==> src/rtl/rsm_pkg.sv <==
package rsm_pkg;

    localparam int TYPE_W = 3;

    typedef enum logic [TYPE_W-1:0] {
        RT_GENERAL = 3'd0,
        RT_PENDING = 3'd7
    } rst_type_e;

    typedef enum logic [1:0] {
        ST_HOLD,
        ST_STRETCH,
        ST_STARTUP,
        ST_RUN
    } seq_state_e;

endpackage

==> src/rtl/rsm_sync.sv <==
module rsm_sync #(
    parameter int STAGES = 2
) (
    input  logic clk,
    input  logic arst_n,
    output logic sync_n
);
    logic [STAGES-1:0] chain_q;

    // Asynchronous assertion, synchronous release.
    always_ff @(posedge clk or negedge arst_n) begin
        if (!arst_n) chain_q <= '0;
        else         chain_q <= {chain_q[STAGES-2:0], 1'b1};
    end

    assign sync_n = chain_q[STAGES-1];
endmodule

==> src/rtl/rsm_regs.sv <==
module rsm_regs
    import rsm_pkg::*;
#(
    parameter int LEN_W   = 4,
    parameter int LEN_RST = 0
) (
    input  logic             clk,
    input  logic             arst_n,
    input  logic             wr_en,
    input  logic [LEN_W-1:0] wr_len,
    input  logic             type_latch,
    output logic [LEN_W-1:0] len_q,
    output rst_type_e        type_q
);
    localparam logic [LEN_W-1:0] LenReset = LEN_W'(LEN_RST);

    // Length field: cleared to its reset value by every general reset.
    always_ff @(posedge clk or negedge arst_n) begin
        if (!arst_n)    len_q <= LenReset;
        else if (wr_en) len_q <= wr_len;
    end

    // Reset type: recorded only when the processor reset is released.
    always_ff @(posedge clk or negedge arst_n) begin
        if (!arst_n)         type_q <= RT_PENDING;
        else if (type_latch) type_q <= RT_GENERAL;
    end
endmodule

==> src/rtl/rsm_seq.sv <==
module rsm_seq
    import rsm_pkg::*;
#(
    parameter int LEN_W       = 4,
    parameter int STARTUP_CYC = 2
) (
    input  logic             clk,
    input  logic             arst_n,
    input  logic             sync_n,
    input  logic [LEN_W-1:0] len,
    output logic             bkup_n,
    output logic             periph_n,
    output logic             proc_n,
    output logic             ext_n,
    output logic             type_latch
);
    localparam int            CNT_W       = (1 << LEN_W) + 1;
    localparam logic [CNT_W-1:0] StartupLast = CNT_W'(STARTUP_CYC - 1);
    localparam logic [CNT_W-1:0] One         = CNT_W'(1);

    seq_state_e       state_q, state_d;
    logic [CNT_W-1:0] cnt_q, cnt_d;
    logic [CNT_W-1:0] lim_q, lim_d;
    logic [LEN_W:0]   shamt;

    assign shamt = {1'b0, len} + (LEN_W + 1)'(1);

    // State, counter and captured limit.
    always_ff @(posedge clk or negedge arst_n) begin
        if (!arst_n) begin
            state_q <= ST_HOLD;
            cnt_q   <= '0;
            lim_q   <= '0;
        end else begin
            state_q <= state_d;
            cnt_q   <= cnt_d;
            lim_q   <= lim_d;
        end
    end

    always_comb begin
        state_d = state_q;
        cnt_d   = cnt_q;
        lim_d   = lim_q;
        unique case (state_q)
            ST_HOLD: begin
                if (sync_n) begin
                    state_d = ST_STRETCH;
                    cnt_d   = '0;
                    lim_d   = One << shamt;
                end
            end
            ST_STRETCH: begin
                if (cnt_q == lim_q - One) begin
                    state_d = ST_STARTUP;
                    cnt_d   = '0;
                end else begin
                    cnt_d = cnt_q + One;
                end
            end
            ST_STARTUP: begin
                if (cnt_q == StartupLast) begin
                    state_d = ST_RUN;
                    cnt_d   = '0;
                end else begin
                    cnt_d = cnt_q + One;
                end
            end
            ST_RUN: begin
                state_d = ST_RUN;
            end
        endcase
    end

    // Registered outputs decoded from the next state: glitch-free reset lines.
    always_ff @(posedge clk or negedge arst_n) begin
        if (!arst_n) begin
            bkup_n   <= 1'b0;
            ext_n    <= 1'b0;
            periph_n <= 1'b0;
            proc_n   <= 1'b0;
        end else begin
            bkup_n   <= (state_d != ST_HOLD);
            ext_n    <= (state_d == ST_STARTUP) || (state_d == ST_RUN);
            periph_n <= (state_d == ST_RUN);
            proc_n   <= (state_d == ST_RUN);
        end
    end

    assign type_latch = (state_q == ST_STARTUP) && (state_d == ST_RUN);

    assert_bkup_first_R4: assert property (@(posedge clk) disable iff (!arst_n)
        periph_n |-> bkup_n);
    assert_ext_before_proc_R4: assert property (@(posedge clk) disable iff (!arst_n)
        proc_n |-> ext_n);
    assert_pair_together_R4: assert property (@(posedge clk) disable iff (!arst_n)
        periph_n == proc_n);
    assert_min_stretch_R3: assert property (@(posedge clk) disable iff (!arst_n)
        $rose(ext_n) |-> $past(bkup_n, 2));
    assert_released_sticky_R9: assert property (@(posedge clk) disable iff (!arst_n)
        proc_n |=> (proc_n && ext_n && bkup_n));
endmodule

==> src/rtl/rst_state_mgr.sv <==
module rst_state_mgr
    import rsm_pkg::*;
#(
    parameter int LEN_W       = 4,
    parameter int LEN_RST     = 0,
    parameter int STARTUP_CYC = 2,
    parameter int SYNC_STAGES = 2
) (
    input  logic             slow_clk,
    input  logic             core_rst_n,
    input  logic             mode_we,
    input  logic [LEN_W-1:0] mode_wdata,
    output logic [LEN_W-1:0] mode_rdata,
    output logic [2:0]       rst_type,
    output logic             bkup_rst_n,
    output logic             periph_rst_n,
    output logic             proc_rst_n,
    output logic             ext_rst_n
);
    logic      sync_n;
    logic      type_latch;
    rst_type_e type_q;

    rsm_sync #(.STAGES(SYNC_STAGES)) u_sync (
        .clk    (slow_clk),
        .arst_n (core_rst_n),
        .sync_n (sync_n)
    );

    rsm_regs #(.LEN_W(LEN_W), .LEN_RST(LEN_RST)) u_regs (
        .clk        (slow_clk),
        .arst_n     (core_rst_n),
        .wr_en      (mode_we),
        .wr_len     (mode_wdata),
        .type_latch (type_latch),
        .len_q      (mode_rdata),
        .type_q     (type_q)
    );

    rsm_seq #(.LEN_W(LEN_W), .STARTUP_CYC(STARTUP_CYC)) u_seq (
        .clk        (slow_clk),
        .arst_n     (core_rst_n),
        .sync_n     (sync_n),
        .len        (mode_rdata),
        .bkup_n     (bkup_rst_n),
        .periph_n   (periph_rst_n),
        .proc_n     (proc_rst_n),
        .ext_n      (ext_rst_n),
        .type_latch (type_latch)
    );

    assign rst_type = type_q;

    assert_type_on_release_R5: assert property (@(posedge slow_clk) disable iff (!core_rst_n)
        $rose(proc_rst_n) |-> (type_q == RT_GENERAL));
    assert_type_pending_R5: assert property (@(posedge slow_clk) disable iff (!core_rst_n)
        !proc_rst_n |-> (type_q == RT_PENDING));
    assert_bkup_after_sync_R2: assert property (@(posedge slow_clk) disable iff (!core_rst_n)
        $rose(bkup_rst_n) |-> $past(sync_n));
endmodule

==> config.mk <==
export PLATFORM = sky130hd
export DESIGN_NAME = rst_state_mgr
export DESIGN_NICKNAME = d
export VERILOG_FILES = /design/src/rtl/rsm_pkg.sv /design/src/rtl/rsm_sync.sv /design/src/rtl/rsm_regs.sv /design/src/rtl/rsm_seq.sv /design/src/rtl/rst_state_mgr.sv
export SDC_FILE = /design/constraint.sdc
export NUM_CORES = 1
export LEC_CHECK = 0
export BUFFER_PORTS_ARGS = -buffer_cell sky130_fd_sc_hd__buf_4
export CORE_MARGIN = 3
export CORE_UTILIZATION = 59
export DETAILED_ROUTE_END_ITERATION = 7
export PLACE_DENSITY = 0.78
export SLEW_MARGIN = 30
export SYNTH_ARGS = -nofsm -noshare
export SYNTH_HDL_FRONTEND = slang
export SYNTH_SLANG_ARGS = --single-unit
==> constraint.sdc <==
create_clock -name slow_clk -period 6.3 [get_ports slow_clk]
set_input_delay 0.945 -clock slow_clk [delete_from_list [all_inputs] [get_ports slow_clk]]
set_output_delay 0.945 -clock slow_clk [all_outputs]
set_load 0.05 [all_outputs]
### Yosys cells after proc, flatten, opt, wreduce, memory -nomap -nowiden

Cells that the tools add are included.

* add/sub/neg operators: 3
* equal/unequal tests: 8
* shift-type cells: 1
* muxes and demuxes: 8
* reduce and logical (&&, ||, !) cells: 7

Operator list (count)
* $mux 17: 3
* $pmux 17 s3: 1
* $add 17x1->17 const B: 1
* $eq 17x1->1 const B: 1
* $eq 17x17->1: 1
* $shl 1x5->17 const A: 1
* $sub 17x1->17 const B: 1
* $eq 2x2->1 const B: 4
* $pmux 2 s4: 1
* $mux 2: 3
* $add 4x1->5 const B: 1
* $reduce_and 2->1: 2
* $reduce_bool 3->1: 1
* $eq 2x1->1 const B: 1
* $logic_not 2->1: 1
* $ne 2x2->1 const B: 1
* $reduce_bool 2->1: 1
* $logic_and 1x1->1: 1
* $logic_or 1x1->1: 1

* register bits: 48
* bits of input ports: 7
* output and inout bits: 11
* logic and storage cells: 36

### Longest topological paths before layout

Gate-level depths: netlist (run 1).

* depth after elaboration: 6
* mapped depth: 10
* depth with buffers taken out: 9

### Modules after synthesis

Synthesis (run 1) repeated with hierarchy kept, for this count alone.

* cells, all modules: 348
* area total of the unflattened synthesis: 3051.7 sq um

By module, submodules not included
* rsm_seq: instances 1, cells each 333, area an instance 2805.2 sq um, seq. area each 950.9 sq um
* rsm_regs: instances 1, cells each 12, area an instance 192.7 sq um, seq. area each 126.4 sq um
* rsm_sync: instances 1, cells each 3, area an instance 53.8 sq um, seq. area each 50.0 sq um

### Worst setup path after synthesis (run 1)

OpenSTA, ideal clock, no wires.

* path type: register to register
* start: register u_seq.lim_q[1]
* end: register u_seq.cnt_q[15]
* setup time: 136 ps
* data arrival time: 2982 ps
* required time: 6164 ps
* setup slack: 3182 ps
* cell stages (with the launch flop): 9
* buffers on the path: 1
* clock period less this slack: 3118 ps
* cell sequence: dfrtp_1 -> or4_1 -> nor4_1 -> mux2_2 -> or4b_2 -> o41a_1 -> nand2_2 -> buf_6 -> o311ai_1

* word-level cells in the longest chain between the ends: 4

RTL lines
* start, declared: line rsm_seq.sv:23 `logic [CNT_W-1:0] lim_q, lim_d;`
* start signal, assigned: line rsm_seq.sv:37 `lim_q <= lim_d;`
* $sub 17x1->17: line rsm_seq.sv:54 `if (cnt_q == lim_q - One) begin`
* $eq 17x17->1: line rsm_seq.sv:54
* $mux 17: line rsm_seq.sv:54
* $pmux 17 s3: line rsm_seq.sv:45 `unique case (state_q)`
* end signal, assigned: line rsm_seq.sv:36 `cnt_q <= cnt_d;`
* end, declared: line rsm_seq.sv:22 `logic [CNT_W-1:0] cnt_q, cnt_d;`

Every way passes these cells.
A chain may end at the register's enable or synchronous reset.

### Worst setup path in the final report (run 1)

* start: register u_seq.lim_q[1]
* end: register u_seq.cnt_q[10]

Same word-level chain as after synthesis.

==> results of run 1 <==
==> power groups by stage <==
stage               logic (W)  registers, W  clock network, W
floorplan            0.000548      0.000441                 0
global placement     0.000709      0.000415                 0
detailed placement   0.000721      0.000418                 0
CTS                  0.000731      0.000412          0.000187
global route         0.000808      0.000422          0.000201
finish               0.000738      0.000413          0.000186
==> how the worst min path moves through the flow <==
stage,start,end,slack [ns],cells after the start
5_1_grt,u_sync.chain_q[0],u_sync.chain_q[1],0.37,0
3_3_place_gp,u_sync.chain_q[0],u_sync.chain_q[1],0.34,0
6_report,u_sync.chain_q[0],u_sync.chain_q[1],0.36,0
2_1_floorplan,u_sync.chain_q[0],u_sync.chain_q[1],0.33,0
4_1_cts,u_sync.chain_q[0],u_sync.chain_q[1],0.36,0
3_5_place_dp,u_sync.chain_q[0],u_sync.chain_q[1],0.34,0
==> per-stage QoR <==
step	setup slack [ns]	power [W]	hold slack, ns	cell area, um2	std cells
after detailed placement	2.66	0.00114	0.343	3020	387
after CTS	2.61	0.00133	0.361	3110	395
final	2.55	0.00134	0.356	3110	395
after global routing	2.38	0.00143	0.367	3110	395
after floorplan	3.18	0.000989	0.331	2890	321
after global placement	2.71	0.00112	0.337	3020	387
==> sequential cells by signal (all words and copies together), names as in the netlist <==
name,cells
u_seq.cnt_q,17
u_seq.periph_n,1
u_seq.state_q,2
u_regs.len_q,4
u_seq.bkup_n,1
u_seq.lim_q,17
u_seq.ext_n,1
u_regs.type_q,1
u_sync.chain_q,2
==> logic make-up (layout without fill, tap and decap cells) <==
kind of cell | count (synthesis) | in the layout | share of synthesized area [%]
and+or+nand+nor | 132 | 132 | 24.3
AOI/OAI and AO/OA | 77 | 77 | 18.5
other | 1 | 1 | 0.130
buffers and inverters | 29 | 38 | 4.46
muxes | 4 | 4 | 1.52
adders and majority gates | 11 | 11 | 4.76
xor gates and xnor gates | 21 | 21 | 6.37
DFF | 46 | 46 | 39.9
==> critical path: cells and delay by family, from the launching register on <==
kind | cells | cell delay, ns
AND/OR/NAND/NOR | 3 | 1.48
AO/OA/AOI/OAI | 3 | 1.35
flip-flops | 1 | 0.43
multiplexers | 1 | 0.39
==> metal layers <==
| layer | global-route usage (%) | part of all wire [%] | wire, um |
|---|---|---|---|
| met5 | 0 | 0 | 0 |
| met3 | 6.86 | 5.8 | 378 |
| met4 | 7.43 | 2.0 | 130 |
| met1 | 31.9 | 46 | 2990 |
| met2 | 38.7 | 47 | 3050 |
==> placed cells by master, fill, tap and decap left out, types with 3 or more instances in the layout <==
cell and n:
sky130_fd_sc_hd__nand2_1 44, sky130_fd_sc_hd__inv_1 13, sky130_fd_sc_hd__buf_4 17, sky130_fd_sc_hd__nand3_1 17
sky130_fd_sc_hd__or2_2 4, sky130_fd_sc_hd__nor4_1 8, sky130_fd_sc_hd__mux2_2 3, sky130_fd_sc_hd__o21ai_0 23
sky130_fd_sc_hd__o311ai_0 4, sky130_fd_sc_hd__xnor2_1 12, sky130_fd_sc_hd__o31ai_1 7, sky130_fd_sc_hd__nor2b_1 4
sky130_fd_sc_hd__xor2_1 9, sky130_fd_sc_hd__or3_1 6, sky130_fd_sc_hd__nand4_1 5, sky130_fd_sc_hd__a21oi_1 11
sky130_fd_sc_hd__dfrtp_1 45, sky130_fd_sc_hd__or4_1 3, sky130_fd_sc_hd__ha_1 11, sky130_fd_sc_hd__and2_1 3
sky130_fd_sc_hd__nand2b_1 9, sky130_fd_sc_hd__nor2_1 8, sky130_fd_sc_hd__nor3_1 8, sky130_fd_sc_hd__o22ai_1 3
sky130_fd_sc_hd__o2bb2ai_1 7, sky130_fd_sc_hd__a21o_1 3, sky130_fd_sc_hd__clkbuf_8 6
==> synthesized netlist by cell type, drive strengths merged (8+ instances only) <==
| cell | n |
|---|---|
| xnor2 | 12 |
| clkbuf | 10 |
| ha | 11 |
| nor2 | 8 |
| nand2 | 45 |
| nand3 | 17 |
| nor3 | 8 |
| nor4 | 9 |
| xor2 | 9 |
| inv | 13 |
| dfrtp | 45 |
| nand2b | 9 |
| o21ai | 24 |
| a21oi | 11 |
==> layout make-up <==
type	instances	area (um2)	area share, %
tap	65	81.3	2.62
timing repair buffer	17	128	4.10
clock buffer	7	86.3	2.78
multi-input combinational	246	1610	51.7
sequential	46	1150	37.1
inverter	13	48.8	1.57
clock inverter	1	5.00	0.161
==> results, run 1 <==
- Detailed placement finished with a half-perimeter wire length of 4770 um.
- The final layout contains routed wiring with a total length of 6550 um.
- The switching power is 0.000623 W.
- The synthesized netlist occupies a cell area of 2890 um2.
- Post-CTS timing repair inserted 0 buffers for setup.
- In the final layout, the share of cells above drive strength 1 is 12.1%.
- The portion of total power attributed to sequential cells is 30.9%.
- The worst ir drop on vdd is 0.000233 V.
- Ranked by total cell area, the synthesized netlist is headed by sky130_fd_sc_hd__dfrtp_1 39%, sky130_fd_sc_hd__nand2_1 5.7%, sky130_fd_sc_hd__ha_1 4.8%.
- After clock tree synthesis, the clock-pin slew on the worst setup and hold paths is 0.08 ns.
- The detailed router's first-iteration violation count is 231.
- Counting flops with an async set or reset pin after synthesis yields a share of 100%.
- For this run, the top clock speed supported by timing is 0.266 GHz.
- The height of the die is 76.0 um.
- The CTS tree is built.
- Summed over its instances, the top area cell type makes up 39.0% of the synthesized netlist area.
- The count of nets left with antenna violations once routing finished came out at 0.
- For the pin with the worst max-slew slack, the measured transition is 0.987 ns.
- The critical path goes through or4_1 -> nor4_1 -> mux2_2 -> or4b_2 -> o41ai_2 -> o21ai_0 -> o2bb2ai_1.
- The signal arrival time at the worst endpoint is 3.94 ns.
- In the final routed layout, each cell accounts on average for 16.6 um.
- The net count after synthesis is 339.
- The first-pass GRT wire length is 11,200 um.
- Counting flops with a built-in enable in the synthesized netlist gives 0.
- The largest total area in the synthesized netlist belongs to sky130_fd_sc_hd__dfrtp_1.
- Global routing used 24.1% of the available tracks.
- The number of hold violations in the final report is 0.
- Between clock sinks in the finished design, the worst skew comes to 0.00752 ns.
- The number of antenna violations at the first check in global routing is 0.
- The final cycle utilization of the critical path is 59.6%.
- Synthesis produced a netlist whose cell count is 321.
- The die outline area is 5770 um2.
- The final cell utilization of the core is 68.6%.
- The cell with the largest stage delay on the worst path is sky130_fd_sc_hd__o41ai_2.
- The register area share after synthesis is 39.9%.
- Cell internal power was estimated by the tool at 0.000714 W.
- The number of warnings printed during yosys synthesis is 0.
- Along the worst path, the maximum fanout reaches 11.
- The area growth from synthesis to layout is 7.62%.
- Setup slack on the worst reg-to-reg path comes out at 2.55 ns.
- Data on the critical path is required at its endpoint by 6.49 ns.
- The number of gates resized after CTS was 0.
- Counting I/O delays and the setup requirement, the final critical path takes 3.75 ns.
- The number of endpoints failing setup at the final stage is 0.
- The register bit total from synthesis is 46.
- The synthesized area per cell is 9.00 um2.
- The clock group share of total power is 13.9%.
- Summed over all layers, the global routing overflow is 0.
- In this run the critical register-to-register path is captured at u_seq.cnt_q[10].
- Counting every sink on the clock net gives 46.
- STA classifies the critical path startpoint as a flip-flop.
- The number of buffers on the longest clock path is 2.
- In this run the count of I/O pins placed on the die edge is 18.
- The power per unit of standard cell area is 430 nW/um2.
- The largest single stage delay on the critical path is 0.94 ns.
- For the worst flop-to-flop path, the logic depth is 7.
- The endpoint of the worst setup timing path is u_seq.cnt_q[10].
- The unique cell type count in the Yosys netlist is 60.
- The routed layout has 2,426 vias.
- The critical path starts at u_seq.lim_q[1].
- The final layout contains 347 nets.
- The leakage power figure is 1.31 nW.
- The via count of the first global-routing pass came to 2,362.
- The number of maximum-capacitance constraint violations is 0.
- Setup repair after global routing left no endpoint under its margin.
- Buffers placed on the I/O ports in this run total 17.
- The endpoint type of the worst setup path is a flip-flop.
- The hold-fix buffer count after cts is 0.
- The number of DRC violations after detailed routing is 0.
- The number of antenna diodes in the final layout is 0.
- The remaining max-slew budget at the tightest pin is 33.5%.
- The path class of the tightest hold or removal check is reg2reg.
- The flow ran to the end, and the final reports show no timing, DRC or antenna violations.
- The die span in x is 76.0 um.
- Using the TritonRoute via totals, the vias-per-cell ratio works out to 6.14.
- The most used flip-flop cell after synthesis is sky130_fd_sc_hd__dfrtp_1.
- After filler insertion, the fill cell instance count of the layout stands at 365.
- The H-tree was split into 2 levels.
- The floorplan has 24 rows.
- The startpoint of the worst register-to-register path is u_seq.lim_q[1].
- The insertion delay of the later-clocked pin in the worst-skew pair is 0.31 ns.
- The core region area is 4530 um2.
- The initial utilization of the core area, before any placement, comes to 63.7%.
- In this run, the combinational gates consume 55.2% of the power.
- The number of buffers created by CTS is 5.
- Before antenna repair, the detailed router went through 5 iterations.
- In this run switching power makes up 46.6% of total power.
- The final RePlAce weighted congestion is 0.829.
- The final number of max-transition violations was 0.
- The summed negative setup slack over all endpoints is 0 ns.
- Entering global routing, the biggest net connects 47 pins.
- By startpoint and endpoint, the worst setup path is classified as reg2reg.
- The cell sitting at the root of the clock tree is a sky130_fd_sc_hd__clkbuf_8.
(Power assumes the default switching activity.)
==> run 2, diff against run 1 <==
--- a/config.mk
+++ b/config.mk
@@ -7,9 +7,9 @@
 export LEC_CHECK = 0
 export BUFFER_PORTS_ARGS = -buffer_cell sky130_fd_sc_hd__buf_4
 export CORE_MARGIN = 3
-export CORE_UTILIZATION = 59
+export CORE_UTILIZATION = 55
 export DETAILED_ROUTE_END_ITERATION = 7
-export PLACE_DENSITY = 0.78
+export PLACE_DENSITY = 0.76
 export SLEW_MARGIN = 30
 export SYNTH_ARGS = -nofsm -noshare
 export SYNTH_HDL_FRONTEND = slang
==> constraint.sdc (replaced) <==
create_clock -name slow_clk -period 3.4 [get_ports slow_clk]
set_input_delay 0.51 -clock slow_clk [delete_from_list [all_inputs] [get_ports slow_clk]]
set_output_delay 0.51 -clock slow_clk [all_outputs]
set_load 0.05 [all_outputs]
==> results, run 2 (same netlist as run 1, synthesis figures left out) <==
- After detailed routing, the number of vias per cell comes to 6.00.
- In the final layout, the registers with the most flip-flops are u_seq.cnt_q: 17 flops, u_seq.lim_q: 17 flops, u_regs.len_q: 4 flops.
- The number of hold violations in the final report is 0.
- Combinational logic is responsible for 57.9% of the overall power.
- For the worst setup path, the data arrival time is 3.37 ns.
- The summed negative setup slack over all endpoints is 0 ns.
- The total half-perimeter wirelength after legalization and detailed placement is 4600 um.
- The floorplan step set the die height to 78.5 um.
- The type of the worst setup path is reg2reg.
- Port buffering added 17 buffers.
- Of all nets on the critical path, the largest fanout is 5.
- At the placement stage, the worst setup path has a slack of 0.0810 ns.
- The endpoint of the worst register-to-register path is u_seq.cnt_q[14].
- The worst reg-to-reg setup slack is 0.19 ns.
- The clock input transition at the sequential cells of the worst setup and hold paths is 0.09 ns.
- The share of post-route cells with drive strength above 1 is 15.1%.
- The number of placed instances with taps included is 397.
- The hold-fix buffer count after cts is 0.
- Static timing analysis puts the maximum clock frequency at 0.311 GHz.
- The initialized floorplan defines 25 standard-cell rows.
- The critical path goes through or4_4 -> nor4_4 -> mux2_2 -> or4b_2 -> o41a_1 -> buf_4 -> nand3_1 -> o311ai_0.
- The logic depth of the worst setup path including buffers is 8.
- The post-route worst setup slack is 0.188 ns.
- For this run, the detailed router's first-pass iteration total came to 4.
- The pin count of the biggest net entering global routing is 47.
- The required time of the critical path is 3.55 ns.
- The final number of max-transition violations came to 0.
- The number of antenna diodes in the final layout is 0.
- The routed layout has 2,429 vias.
- The flow ran to the end, and the final reports show no timing, DRC or antenna violations.
- In this run the standard cell core region covers 4910 um2.
- The worst reg-to-reg path cell count is 8.
- The worst ir drop on vdd is 0.000355 V.
- The power per unit of standard cell area is 804 nW/um2.
- Setup repair after global routing left no endpoint under its margin.
- In the final routed layout, each cell accounts on average for 15.4 um.
- The total of cells resized after clock tree synthesis is 0.
- The total clock sinks is 46.
- The delay contributed by the slowest stage of the critical path is 0.65 ns.
- From synthesis to final layout, the design area changed by 10.9%.
- The internal power of the cells is 0.00141 W.
- Across the run, the number of max-cap violations was 0.
- The die covers 6160 um2.
- Dividing the final minimum period by the clock period gives 94.5%.
- The insertion delay of the later-clocked pin in the worst-skew pair is 0.30 ns.
- The clock network accounts for 13.1% of the total power.
- The die span in x is 78.5 um.
- The number of fill cells in the layout is 412.
- In this run, flip-flops and latches consume 29.0% of the power.
- Summed over all nets, the switching power comes to 0.00117 W.
- Counting along the longest clock path gives a buffer depth of 2.
- The detailed router finished its first iteration with 134 violations.
- TritonCTS built the clock tree.
- Cells fill 65.2% of the core in the end.
- The top-level port count is 18.
- Excluding fillers, the count of instances in the completed layout stands at 405.
- The switching fraction of total power is 45.4%.
- The leakage power figure is 1.36 nW.
- Setup violations remaining at the end of the flow were counted as 0.
- The number of antenna violations at the first check in global routing is 0.
- The transition time of the tightest slew-check pin is 0.694 ns.
- Once the floorplan was initialized, standard cells occupied 58.8% of the core.
- In this run the critical register-to-register path is launched from u_seq.lim_q[1].
- In the final layout, flip-flops and latches occupy 1150 um2.
- The worst setup path is launched from a flip-flop.
- The cell at the root of the clock tree is sky130_fd_sc_hd__clkbuf_8.
- Total power for the finished layout comes to 0.00257 W.
- STA classifies the critical path endpoint as a flip-flop.
- The path type of the worst min-delay path is in2async.
- The cell with the largest stage delay on the worst path is sky130_fd_sc_hd__or4b_2.
- The H-tree depth reported by CTS is 2.
- The first global-routing pass estimated 10,600 um of wire.
- The number of buffer and inverter instances along the worst setup path is 1.
- After detailed routing, the number of remaining DRC violations is 0.
- The via count of the first global-routing pass was 2,196.
- Routability-driven placement finished with a final weighted congestion of 0.900.
- The routed design could run at a clock period as short as 3.21 ns.
- Leaving out fill and tap cells, the most frequent cell in the layout is sky130_fd_sc_hd__dfrtp_1.
- The area of the multi-input gates is 1640 um2.
- The number of setup buffers added after CTS is 0.
- The critical path's top delay family is simple AND/OR/NAND/NOR gates.
- The number of routed nets with antenna violations is 0.
- Summed over all layers, the routed wires come to 6220 um.
- Clock tree synthesis inserted a total of 5 buffers.
- In the layout the commonest cells are 45 x sky130_fd_sc_hd__dfrtp_1, 44 x sky130_fd_sc_hd__nand2_1, 25 x sky130_fd_sc_hd__buf_4.
- Measured against its own limit, the worst slew margin works out to 53.7%.
- Across every metal layer, demand over resource in global routing totals 21.6%.
- Summed over all layers, the global routing overflow is 0.
- Between clock sinks in the finished design, the worst skew comes to 0.00723 ns.
- For this run, the post-layout net count is 355.
-- run 2: metrics by stage --
step	hold slack (ns)	area, um2
2_1_floorplan	0.214	2890
3_3_place_gp	0.332	3080
3_5_place_dp	0.337	3080
4_1_cts	0.222	3170
5_1_grt	0.243	3200
6_report	0.209	3200
-- run 2: worst register-to-register path: cells and delay by family (launching register included) --
family / cells / cell delay, ns
flip-flops: 1 / 0.43
AO/OA/AOI/OAI: 2 / 0.62
AND/OR/NAND/NOR: 4 / 1.47
buffers and inverters: 1 / 0.18
multiplexers: 1 / 0.37
-- run 2: power groups by stage --
stage	Combinational [W]	Sequential (W)	Clock [W]
3_5_place_dp	0.00143	0.000751	0
5_1_grt	0.00165	0.000764	0.000371
4_1_cts	0.00143	0.000740	0.000346
2_1_floorplan	0.00102	0.000817	0
6_report	0.00149	0.000746	0.000337
3_3_place_gp	0.00140	0.000746	0
-- run 2: per-layer routing --
metal | track usage [%] | up-vias | share of wire, %
li1 | - | 1195 | -
met1 | 30.5 | 1191 | 47
met2 | 34.5 | 39 | 49
met3 | 3.56 | 4 | 2.9
met4 | 6.12 | 0 | 0.43
met5 | 0 | - | 0
-- run 2: how the worst max path moves through the flow --
stage | start | end | slack, ns
final | u_seq.lim_q[1] | u_seq.cnt_q[14] | 0.19
after global routing | u_seq.lim_q[0] | u_seq.cnt_q[7] | 0.05
after CTS | u_seq.lim_q[1] | u_seq.cnt_q[14] | 0.04
after detailed placement | u_seq.lim_q[1] | u_seq.cnt_q[14] | 0.08
after global placement | u_seq.lim_q[1] | u_seq.cnt_q[14] | 0.12
after floorplan | u_seq.lim_q[1] | u_seq.cnt_q[15] | 0.28
-- run 2: area by class of cell --
class                      count  share of cell area, %
multi-input combinational    246                   51.1
sequential                    46                   36.0
timing repair buffer          25                   5.86
tap                           67                   2.62
clock buffer                   5                   2.15
inverter                      13                   1.52
clock inverter                 3                  0.742
==> run 3, diff against run 2 <==
--- a/config.mk
+++ b/config.mk
@@ -6,11 +6,12 @@
 export NUM_CORES = 1
 export LEC_CHECK = 0
 export BUFFER_PORTS_ARGS = -buffer_cell sky130_fd_sc_hd__buf_4
-export CORE_MARGIN = 3
+export CORE_MARGIN = 2
 export CORE_UTILIZATION = 55
 export DETAILED_ROUTE_END_ITERATION = 7
 export PLACE_DENSITY = 0.76
 export SLEW_MARGIN = 30
 export SYNTH_ARGS = -nofsm -noshare
 export SYNTH_HDL_FRONTEND = slang
+export SYNTH_HIERARCHICAL = 1
 export SYNTH_SLANG_ARGS = --single-unit
==> results, run 3 <==
- The flow ran to the end, and the final reports show no timing, DRC or antenna violations.
- The number of antenna violations at the first check in global routing is 0.
- In this run the number of H-tree levels came out at 2.
- The number of DRC violations after detailed routing is 0.
- The proportion of synthesized flip-flops having asynchronous set or reset is 100%.
- In this run the tightest slew margin relative to its limit is 58.6%.
- The number of vias in the routed layout is 2,577.
- After synthesis, flip-flops and latches occupy 36.9% of the total area.
- The top-level port count is 18.
- The floorplan step defined a die boundary enclosing 6160 um2.
- For the final routed database, the setup TNS stands at 0 ns.
- Setup slack closes at 0.297 ns.
- In the global route stage, overall resource usage came out at 23.6%.
- The number of routed nets with antenna violations is 0.
- After detailed routing, the number of vias per cell comes to 6.04.
- The critical path goes through inv_1 -> ha_1 -> nor3b_2 -> buf_4 -> nand2_1 -> o32ai_1 -> a32oi_1 -> or2_1 -> a2111oi_4 -> buf_4 -> o211ai_1 -> nor3b_1 -> nor2b_1.
- Setup repair after global routing left no endpoint under its margin.
- The number of endpoints failing setup at the final stage is 0.
- The via count of the first global-routing pass is 2,470.
- The share of the synthesized area in the top cell type is 36.1%.
- The startpoint type of the worst setup path is a flip-flop.
- The first detailed-routing pass ran for 5 iterations.
- The tool flagged a number of max-cap violations equal to 0.
- The signal arrival time at the worst endpoint is 3.32 ns.
- The die span in x is 78.5 um.
- The leading area contributor after synthesis is sky130_fd_sc_hd__dfrtp_1.
- The number of warnings printed during yosys synthesis is 6.
- The path type of the worst min-delay path is in2async.
- The first-pass GRT wire length is 11,600 um.
- Grouping stages by cell kind, the critical path spends the most delay in compound AO/OA/AOI/OAI gates.
- The wire length per cell after detailed routing is 15.8 um.
- The cell at the root of the clock tree is sky130_fd_sc_hd__clkbuf_8.
- Clock-pin slew was measured on the worst setup and hold paths at 0.08 ns.
- The area growth from synthesis to layout is 8.45%.
- The final number of max-transition violations is 0.
- Once the floorplan was initialized, standard cells occupied 56.1% of the core.
- The most used flip-flop cell after synthesis is sky130_fd_sc_hd__dfrtp_1.
- The detailed router's first-iteration violation count is 236.
- Yosys instantiated no cell more often than sky130_fd_sc_hd__dfrtp_1.
- The number of nets handed over by synthesis was 366.
- The most used cell along the critical path is sky130_fd_sc_hd__buf_4.
- Summed over all nets, the half-perimeter wirelength after detailed placement is 4830 um.
- In this run the mean area of a mapped cell was 8.77 um2.
- The required time of the critical path is 3.61 ns.
- Hold repair after CTS inserted 0 buffers.
- The transition time of the tightest slew-check pin is 0.620 ns.
- The number of hold violations in the final report is 0.
- In this run, post-CTS repair resized a total of 0 instances.
- The number of buffers and inverters on the critical path is 3.
- The pin count of the biggest net entering global routing is 46.
- Sorting the synthesized cells by area gives the leading types as sky130_fd_sc_hd__dfrtp_1 36%, sky130_fd_sc_hd__nand2_1 5.2%, sky130_fd_sc_hd__a22o_1 4.9%.
- The type of the worst setup path is reg2reg.
- Summed over all layers, the global routing overflow is 0.
- The number of buffers on the longest clock path is 2.
- The endpoint type of the worst setup path is a flip-flop.
- The final RePlAce weighted congestion is 0.873.
- The delay contributed by the slowest stage of the critical path is 0.46 ns.
- The final clock skew is 0.00707 ns.
- The number of inserted diodes is 0.
- The height of the die is 78.5 um.
- The insertion delay of the later-clocked pin in the worst-skew pair is 0.29 ns.
- The mapped netlist covers 3050 um2.
- The number of buffers added for setup after CTS is 0.
- Synthesis handed over a netlist of 348 instances.
- Of all nets on the critical path, the largest fanout is 15.
- Counting flops and latches in the post-synthesis netlist gives 45.
- The share of post-route cells with drive strength above 1 is 12.4%.
- Summed over all layers, the routed wires come to 6760 um.
- The library cells used most frequently in the layout, excluding fill and tap cells, are 44 x sky130_fd_sc_hd__dfrtp_1, 42 x sky130_fd_sc_hd__nand2_1, 23 x sky130_fd_sc_hd__nor2_1.
- After synthesis, the netlist uses 56 different library cells.
- After layout, the worst path uses 91.3% of the clock period.
- The core region area is 5440 um2.
- Counting the fill cells in the layout gives 487.
- The smallest clock period supported by the final layout is computed as 3.10 ns.
- The number of buffers created by CTS is 5.
- The power after layout is 0.00214 W.
- The net count of the finished layout is 372.
- After synthesis, the most frequently instantiated cells are 44 x sky130_fd_sc_hd__dfrtp_1, 42 x sky130_fd_sc_hd__nand2_1, 23 x sky130_fd_sc_hd__nor2_1.
- The most frequent standard cell in the layout excluding fill and tap cells is sky130_fd_sc_hd__dfrtp_1.
- For this design the ratio of total power to cell area is 647 nW/um2.
- The total clock sinks is 45.
- In the final layout, the registers with the most flip-flops are u_seq/cnt_q: 17 flops, u_seq/lim_q: 17 flops, u_regs/len_q: 4 flops.
- Row generation in the floorplan step produced 27 rows.
- The achievable clock frequency is 0.322 GHz.
- Counting flops with a built-in enable in the synthesized netlist gives 0.
- The worst ir drop on vdd is 0.000477 V.
- Input and output buffers added on the ports amount to 17.
- The CTS tree is built.
- Summed over all cells, the static leakage comes to 1.52 nW.
- For this design, the slowest cell found on the critical path is sky130_fd_sc_hd__dfrtp_1.
- The pre-CTS worst setup slack is 0.385 ns.
==> run 3: cell count changes in the layout (fill, tap and decap cells not counted), sizes merged, moves of 5 or more <==
| cell | previous run | this run |
|---|---|---|
| o311ai | 5 | 0 |
| a21oi | 11 | 16 |
| o31ai | 7 | 12 |
| nor2 | 8 | 23 |
| a22o | 1 | 17 |
| o2bb2ai | 7 | 1 |
==> run 3: area by class of cell <==
class	count	area, um2	share of cell area, %
tap	72	90.1	2.72
sequential	45	1130	34.1
clock inverter	1	30.0	0.907
timing repair buffer	22	165	4.99
clock buffer	7	86.3	2.61
multi-input combinational	263	1750	52.8
inverter	17	63.8	1.93
==> run 3: per-stage QoR <==
| stage | cells | area [um2] | utilization (%) | hold WS, ns |
|---|---|---|---|---|
| after floorplan | 348 | 3050 | - | 0.214 |
| after global placement | 419 | 3180 | 58.5 | 0.340 |
| after detailed placement | 419 | 3180 | 58.5 | 0.356 |
| after CTS | 427 | 3300 | 60.7 | 0.230 |
| after global routing | 427 | 3310 | 60.8 | 0.257 |
| final | 427 | 3310 | 60.8 | 0.209 |
==> run 3: final timing paths <==
path                                        start                 to  slack [ns]  depth (start not counted)
worst max register to register     u_seq/lim_q[0]   u_regs/type_q[1]        0.30                         13
max in group asynchronous              core_rst_n    u_seq/cnt_q[10]        2.80                          1
worst min register to register  u_sync/chain_q[0]  u_sync/chain_q[1]        0.37                          0
worst max-delay path               u_seq/lim_q[0]   u_regs/type_q[1]        0.30                         13
min in group slow_clk           u_sync/chain_q[0]  u_sync/chain_q[1]        0.37                          0
worst min-delay path                   core_rst_n     u_seq/cnt_q[3]        0.21                          1
==> run 3: power breakdown <==
group,internal [W],switching [W]
registers,0.000598,0.000109
clock network,0.000240,0.000170
logic,0.000441,0.000584
total,0.00128,0.000864
==> run 3: metal layers <==
metal	GRT usage [%]	vias up	share of wire [%]
met5	0	-	0
met3	2.53	6	4.7
met2	40.5	82	49
met1	31.9	1234	45
met4	6.67	0	1.1
li1	-	1255	-
==> run 3: cells by family after synthesis <==
family	after synthesis	share of synthesized area, %
buffers and inverters	40	6.11
multiplexers	5	1.84
XOR/XNOR	24	6.89
flip-flops	45	36.9
other	1	0.123
AO/OA/AOI/OAI	86	19.9
AND/OR/NAND/NOR	136	23.7
adder cells (fa/ha/maj)	11	4.51
